--- src/rtl/bt_pkg.sv ---
package bt_pkg;
  typedef enum logic [1:0] {
    CT_NONE     = 2'b00,
    CT_DIR_UNC  = 2'b01,
    CT_DIR_COND = 2'b10,
    CT_INDIRECT = 2'b11
  } ctl_class_e;
endpackage

--- src/rtl/bt_slot_eval.sv ---
module bt_slot_eval
  import bt_pkg::*;
#(
  parameter int PC_W  = 16,
  parameter int IMM_W = 8
) (
  input  logic             vld,
  input  logic [PC_W-1:0]  pc,
  input  logic [IMM_W-1:0] imm,
  input  logic [1:0]       cls,
  input  logic             ptk,
  input  logic [PC_W-1:0]  ptgt,
  output logic [PC_W-1:0]  tgt,
  output logic             is_du,
  output logic             miss,
  output logic             nctl_tk
);
  localparam int EXT_W = PC_W - IMM_W;

  ctl_class_e cls_e;
  logic [PC_W-1:0] imm_ext;

  always_comb begin
    cls_e   = ctl_class_e'(cls);
    imm_ext = {{EXT_W{imm[IMM_W-1]}}, imm};
    tgt     = pc + imm_ext;
    is_du   = vld && (cls_e == CT_DIR_UNC);
    miss    = is_du && (tgt != ptgt);
    nctl_tk = vld && (cls_e == CT_NONE) && ptk;
  end
endmodule

--- src/rtl/bt_first_pick.sv ---
module bt_first_pick #(
  parameter int N = 4,
  localparam int IDX_W = (N > 1) ? $clog2(N) : 1
) (
  input  logic [N-1:0]     req,
  output logic [N-1:0]     oh,
  output logic             any,
  output logic [IDX_W-1:0] idx
);
  always_comb begin
    oh  = '0;
    any = 1'b0;
    idx = '0;
    for (int i = 0; i < N; i++) begin
      if (req[i] && !any) begin
        oh[i] = 1'b1;
        idx   = IDX_W'(i);
        any   = 1'b1;
      end
    end
  end
endmodule

--- src/rtl/bt_squash_mask.sv ---
module bt_squash_mask #(
  parameter int N     = 4,
  parameter int SEQ_W = 8
) (
  input  logic [N-1:0]       vld,
  input  logic [N*SEQ_W-1:0] seq,
  input  logic               hit,
  input  logic [N-1:0]       br_oh,
  input  logic [SEQ_W-1:0]   br_seq,
  output logic [N-1:0]       kill,
  output logic [N-1:0]       fwd
);
  logic past_br;

  always_comb begin
    past_br = 1'b0;
    kill    = '0;
    fwd     = '0;
    for (int i = 0; i < N; i++) begin
      kill[i] = hit && vld[i] && (seq[i*SEQ_W +: SEQ_W] > br_seq);
      fwd[i]  = vld[i] && !kill[i] && !(hit && past_br);
      past_br = past_br | br_oh[i];
    end
  end
endmodule

--- src/rtl/bt_counters.sv ---
module bt_counters #(
  parameter int N     = 4,
  parameter int CNT_W = 16
) (
  input  logic             clk,
  input  logic             rst,
  input  logic [N-1:0]     du_fwd,
  input  logic             miss_evt,
  output logic [CNT_W-1:0] cnt_res,
  output logic [CNT_W-1:0] cnt_mis
);
  logic [CNT_W-1:0] inc;

  always_comb begin
    inc = '0;
    for (int i = 0; i < N; i++) inc = inc + CNT_W'(du_fwd[i]);
  end

  always_ff @(posedge clk) begin
    if (rst) begin
      cnt_res <= '0;
      cnt_mis <= '0;
    end else begin
      cnt_res <= cnt_res + inc;
      if (miss_evt) cnt_mis <= cnt_mis + CNT_W'(1);
    end
  end

  p_mis_step_r8: assert property (@(posedge clk) disable iff (rst)
    miss_evt |=> cnt_mis == $past(cnt_mis) + CNT_W'(1));
  p_mis_hold_r8: assert property (@(posedge clk) disable iff (rst)
    !miss_evt |=> $stable(cnt_mis));
  p_res_bound_r7: assert property (@(posedge clk) disable iff (rst)
    (|du_fwd) |=> (cnt_res - $past(cnt_res)) <= CNT_W'(N));
endmodule

--- src/rtl/bt_decode_check.sv ---
module bt_decode_check #(
  parameter int SLOTS = 4,
  parameter int SEQ_W = 8,
  parameter int PC_W  = 16,
  parameter int IMM_W = 8,
  parameter int CNT_W = 16
) (
  input  logic                   clk,
  input  logic                   rst,
  input  logic [SLOTS-1:0]       in_vld,
  input  logic [SLOTS*SEQ_W-1:0] in_seq,
  input  logic [SLOTS*PC_W-1:0]  in_pc,
  input  logic [SLOTS*IMM_W-1:0] in_imm,
  input  logic [SLOTS*2-1:0]     in_cls,
  input  logic [SLOTS-1:0]       in_ptk,
  input  logic [SLOTS*PC_W-1:0]  in_ptgt,
  output logic [SLOTS-1:0]       out_fwd,
  output logic [SLOTS-1:0]       out_kill,
  output logic [SLOTS-1:0]       out_badpred,
  output logic                   redir_vld,
  output logic                   redir_mispred,
  output logic                   redir_squash,
  output logic                   redir_taken,
  output logic [SEQ_W-1:0]       redir_seq,
  output logic [PC_W-1:0]        redir_pc,
  output logic [CNT_W-1:0]       cnt_resolved,
  output logic [CNT_W-1:0]       cnt_mispred
);
  localparam int IDX_W = (SLOTS > 1) ? $clog2(SLOTS) : 1;

  logic [SLOTS-1:0]      is_du, miss, nctl_tk;
  logic [SLOTS*PC_W-1:0] tgt_flat;
  logic [SLOTS-1:0]      first_oh;
  logic                  hit;
  logic [IDX_W-1:0]      first_idx;
  logic [SEQ_W-1:0]      br_seq;
  logic [PC_W-1:0]       br_tgt;
  logic [SLOTS-1:0]      kill_c, fwd_c;

  for (genvar g = 0; g < SLOTS; g++) begin : g_slot
    bt_slot_eval #(.PC_W(PC_W), .IMM_W(IMM_W)) u_eval (
      .vld    (in_vld[g]),
      .pc     (in_pc[g*PC_W +: PC_W]),
      .imm    (in_imm[g*IMM_W +: IMM_W]),
      .cls    (in_cls[g*2 +: 2]),
      .ptk    (in_ptk[g]),
      .ptgt   (in_ptgt[g*PC_W +: PC_W]),
      .tgt    (tgt_flat[g*PC_W +: PC_W]),
      .is_du  (is_du[g]),
      .miss   (miss[g]),
      .nctl_tk(nctl_tk[g])
    );
  end

  bt_first_pick #(.N(SLOTS)) u_pick (
    .req(miss),
    .oh (first_oh),
    .any(hit),
    .idx(first_idx)
  );

  always_comb begin
    br_seq = in_seq[int'(first_idx)*SEQ_W +: SEQ_W];
    br_tgt = tgt_flat[int'(first_idx)*PC_W +: PC_W];
  end

  bt_squash_mask #(.N(SLOTS), .SEQ_W(SEQ_W)) u_mask (
    .vld   (in_vld),
    .seq   (in_seq),
    .hit   (hit),
    .br_oh (first_oh),
    .br_seq(br_seq),
    .kill  (kill_c),
    .fwd   (fwd_c)
  );

  bt_counters #(.N(SLOTS), .CNT_W(CNT_W)) u_cnt (
    .clk     (clk),
    .rst     (rst),
    .du_fwd  (is_du & fwd_c),
    .miss_evt(hit),
    .cnt_res (cnt_resolved),
    .cnt_mis (cnt_mispred)
  );

  always_ff @(posedge clk) begin
    if (rst) begin
      out_fwd       <= '0;
      out_kill      <= '0;
      out_badpred   <= '0;
      redir_vld     <= 1'b0;
      redir_mispred <= 1'b0;
      redir_squash  <= 1'b0;
      redir_taken   <= 1'b0;
      redir_seq     <= '0;
      redir_pc      <= '0;
    end else begin
      out_fwd       <= fwd_c;
      out_kill      <= kill_c;
      out_badpred   <= nctl_tk & fwd_c;
      redir_vld     <= hit;
      redir_mispred <= hit;
      redir_squash  <= hit;
      redir_taken   <= hit;
      redir_seq     <= hit ? br_seq : '0;
      redir_pc      <= hit ? br_tgt : '0;
    end
  end

  p_first_onehot_r3: assert property (@(posedge clk) disable iff (rst)
    $onehot0(first_oh));
  p_redir_fields_r2: assert property (@(posedge clk) disable iff (rst)
    redir_vld |-> (redir_mispred && redir_squash && redir_taken));
  p_kill_needs_redir_r4: assert property (@(posedge clk) disable iff (rst)
    (|out_kill) |-> redir_vld);
  p_kill_fwd_excl_r5: assert property (@(posedge clk) disable iff (rst)
    (out_kill & out_fwd) == '0);
  p_fwd_from_valid_r9: assert property (@(posedge clk) disable iff (rst)
    (in_vld == '0) |=> (out_fwd == '0 && !redir_vld));
  p_badpred_fwd_r6: assert property (@(posedge clk) disable iff (rst)
    (out_badpred & ~out_fwd) == '0);
endmodule

--- config.mk ---
export PLATFORM = sky130hd
export DESIGN_NAME = bt_decode_check
export DESIGN_NICKNAME = d
export VERILOG_FILES = /design/src/rtl/bt_pkg.sv /design/src/rtl/bt_slot_eval.sv /design/src/rtl/bt_first_pick.sv /design/src/rtl/bt_squash_mask.sv /design/src/rtl/bt_counters.sv /design/src/rtl/bt_decode_check.sv
export SDC_FILE = /design/constraint.sdc
export NUM_CORES = 1
export LEC_CHECK = 0
export CORE_ASPECT_RATIO = 1.4
export CORE_UTILIZATION = 53
export DETAILED_ROUTE_END_ITERATION = 10
export GPL_TIMING_DRIVEN = 0
export PLACE_DENSITY = 0.89
export REMOVE_ABC_BUFFERS = 1
export SYNTH_ARGS = -nofsm -noshare
export SYNTH_HDL_FRONTEND = slang
export SYNTH_SLANG_ARGS = --single-unit
--- constraint.sdc ---
create_clock -name clk -period 28 [get_ports clk]
set_input_delay 8.4 -clock clk [delete_from_list [all_inputs] [get_ports clk]]
set_output_delay 8.4 -clock clk [all_outputs]
set_load 0.005 [all_outputs]
==> results.txt <==
Worst hold path startpoint = u_cnt.cnt_mis[5]
Core area = 0.0174 mm2
Layout area overhead = 33.3%
Sw Share = 37.5%
FF/Latch Area = 0.00138 mm2
Initial core utilization = 54.2%
CTS resizes = 0
FF-to-FF setup slack = 25430 ps
Worst IR Drop VDD = 28.4 uV
CTS sink count = 69
Max-slew headroom = 19.5%
Wire per inst = 19.7 um
Chip width = 115 um
Drt first pass iters = 6
Leak pwr = 5.09 nW
Fill cells = 1356
Final Max Slew Viols = 0
Clock-pin slew of the registers on the worst-case setup and hold paths = 60 ps
Share of cells above drive strength 1 = 4.81%
Crit path DAT = 18400 ps
Sw Pwr = 168 uW
Comb pwr share = 52.5%
Worst reg-to-reg path cell count = 8
Port Buffers = 281
CP max-delay cell = a211oi_4
CP top delay family = compound AO/OA/AOI/OAI gates
Worst setup EP type = flip-flop
Int Pwr = 281 uW
Data required, critical path = 28250 ps
Tcrit/Tclk final = 64.8%
Clock power frac = 24.1%
Startpoint types = input port
Remaining antenna violation count = 0
Seq/Total Area, Yosys = 14.6%
Syn. warnings = 0
Global-route wire length before repair = 50600 um
Hold depth = 2
Crit Reg-Reg Startpoint = u_cnt.cnt_res[0]
Worst Path Buf+Inv = 2
Max frequency = 55.1 MHz
Worst skew pair latency = 340 ps
Cells after synthesis = 1153
Row count = 57
I/O pin total = 282
CTS Buf Count = 9
CP Max Fanout = 16
Post-synth ARST share = 0%
Final hold slack = 506 ps
Hold_buf cts = 0
Hold Path Class = reg -> reg
Synth Area per Inst = 8.18 um2
GR Util All Layers = 35.3%
Residual DRC count = 0
Initial antenna violation count = 2
Unique masters post-synth = 84
Final Cell Area = 0.0126 mm2
Yosys reg bits = 69
Max-cap violations = 0
Grt ovf = 0
Crit path largest cell delay = 880 ps
CTS tree = done
Vias per cell = 6.27
Slew @ Worst Pin = 1200 ps
CTS HTree Levels = 3
RSZ-0062 raised after global routing = no
Clk buf depth = 2
Fin. Hold Viols = 0
Flop pwr share = 23.4%
Setup TNS = 0 ps
Worst r2r dst = u_cnt.cnt_res[13]
Number of global-route vias before repair = 10000
Nets@finish = 1703
Hold endpoint = u_cnt.cnt_mis[5]
Clk_skew = 10.9 ps
Drt total wl = 32200 um
DR vias = 10200
Post-CTS Setup Bufs = 0
Post-layout min period = 18140 ps
DIE AREA = 0.0183 mm2
Die Y-Extent = 160 um
Cell mode on critical path = ha_1
Status = complete, no violations
Placed inst area = 0.0123 mm2
Placer Congestion = 0.969
Number of synthesized flops with an enable pin = 0
Post-synth top flop = dfxtp_1
Clock root buffer = clkbuf_16
CP Class = in -> reg
Largest net degree at the start of global routing = 54
Final HPWL DP = 26400 um
Area of the multi-input gates = 0.00760 mm2
Netlist Area Pre-Place = 0.00944 mm2
Final Setup Violations = 0
Pwr/cell area = 35.8 mW/mm2
DR iter-0 viols = 833
==> cells in the final DEF (no fill, tap or decap), drive strengths merged, types with 15 or more instances in the layout <==
master / n
nand2: 70
clkdlybuf4s50: 280
xnor2: 71
xor2: 43
inv: 36
a31oi: 17
nor3b: 22
ha: 98
and3: 15
o211ai: 23
nand3: 23
nor3: 21
o21ai: 50
a21oi: 82
nor2b: 20
nor4: 15
mux2i: 46
mux2: 15
a21o: 30
nor2: 83
nand4: 32
dfxtp: 69
==> metal layers <==
layer / GRT usage (%) / vias to the layer above / share of wire [%]
li1: - / 4811 / -
met1: 37.2 / 4770 / 36
met2: 63.2 / 516 / 50
met3: 6.19 / 130 / 7.1
met4: 23.4 / 2 / 6.9
met5: 0 / - / 0.040
==> power by group through the flow <==
stage,combinational (mW),clock [mW],sequential [mW]
finish,0.236,0.108,0.105
global route,0.255,0.114,0.106
CTS,0.233,0.110,0.105
detailed placement,0.231,0,0.107
global placement,0.226,0,0.107
floorplan,0.143,0,0.108
==> cell usage after synthesis (11+ instances only) <==
library cell  instances  area [um2]
mux2i_1              46         460
inv_1                34         128
nor4_1               12        75.1
nor3_1               20         100
a21o_1               30         225
nand4_1              32         200
nand3_1              23         115
nand2_1              70         263
or3_1                14        87.6
mux2_2               13         146
o21ai_0              43         215
nor2b_1              20         125
a211o_1              12         105
o32ai_1              13         114
nor2_1               80         300
xor2_1               43         377
dfxtp_1              69        1380
xnor2_1              71         622
and3_1               15        93.8
nand2b_1             13        81.3
ha_1                 98        1230
clkbuf_1             34         128
buf_2                11        55.1
o211ai_1             22         165
a211oi_1             12        90.1
a21oi_1              82         410
a31oi_1              17         106
nor3b_1              22         165
==> tightest hold or removal path, cell delays in order (launching register included) <==
cell	delay, ps
dfxtp_1	330
o31ai_1	70
a21oi_1	60
==> registers in the layout, indices dropped and copies added, names as in the netlist <==
signal,cells
out_fwd,4
redir_pc,16
out_kill,4
u_cnt.cnt_res,16
redir_taken,1
redir_seq,8
u_cnt.cnt_mis,16
out_badpred,4
==> worst max path at each step <==
stage / start / cells after the start / slack [ps] / to
6_report: in_imm[7] / 32 / 9860 / u_cnt.cnt_res[13]
5_1_grt: in_imm[7] / 32 / 9430 / u_cnt.cnt_res[15]
4_1_cts: in_imm[7] / 32 / 10200 / u_cnt.cnt_res[13]
3_5_place_dp: in_imm[7] / 32 / 9890 / u_cnt.cnt_res[13]
3_3_place_gp: in_imm[7] / 31 / 8070 / u_cnt.cnt_res[15]
2_1_floorplan: in_pc[16] / 32 / 10890 / u_cnt.cnt_res[15]
==> through the flow <==
step                power [mW]  setup slack, ps  utilization [%]  instances
finish                   0.450             9860             72.3       1632
floorplan                0.251            10890                -       1093
detailed placement       0.339             9890             70.6       1614
CTS                      0.448            10200             72.2       1630
global route             0.475             9430             72.3       1631
global placement         0.333             8070             70.1       1610
==> cell families (layout without fill, tap and decap cells) <==
| group | after synthesis | in the layout | synth area share (%) |
|---|---|---|---|
| and+or+nand+nor | 383 | 383 | 22.5 |
| AOI/OAI and AO/OA | 313 | 313 | 22.8 |
| xor gates and xnor gates | 129 | 129 | 14.2 |
| adders and majority gates | 104 | 104 | 14.3 |
| buffers and inverters | 94 | 335 | 4.95 |
| DFF | 69 | 69 | 14.6 |
| muxes | 61 | 61 | 6.67 |
| other | 0 | 2 | 0 |
==> area by class of cell <==
type	count	share of cell area, %
Antenna cell	2	0.0398
Clock buffer	10	1.90
Clock inverter	6	0.348
Inverter	34	1.01
Multi-Input combinational cell	990	60.4
Sequential cell	69	11.0
Tap cell	236	2.35
Timing Repair Buffer	285	22.9
Note: power is estimated with default switching activity, not from simulation.
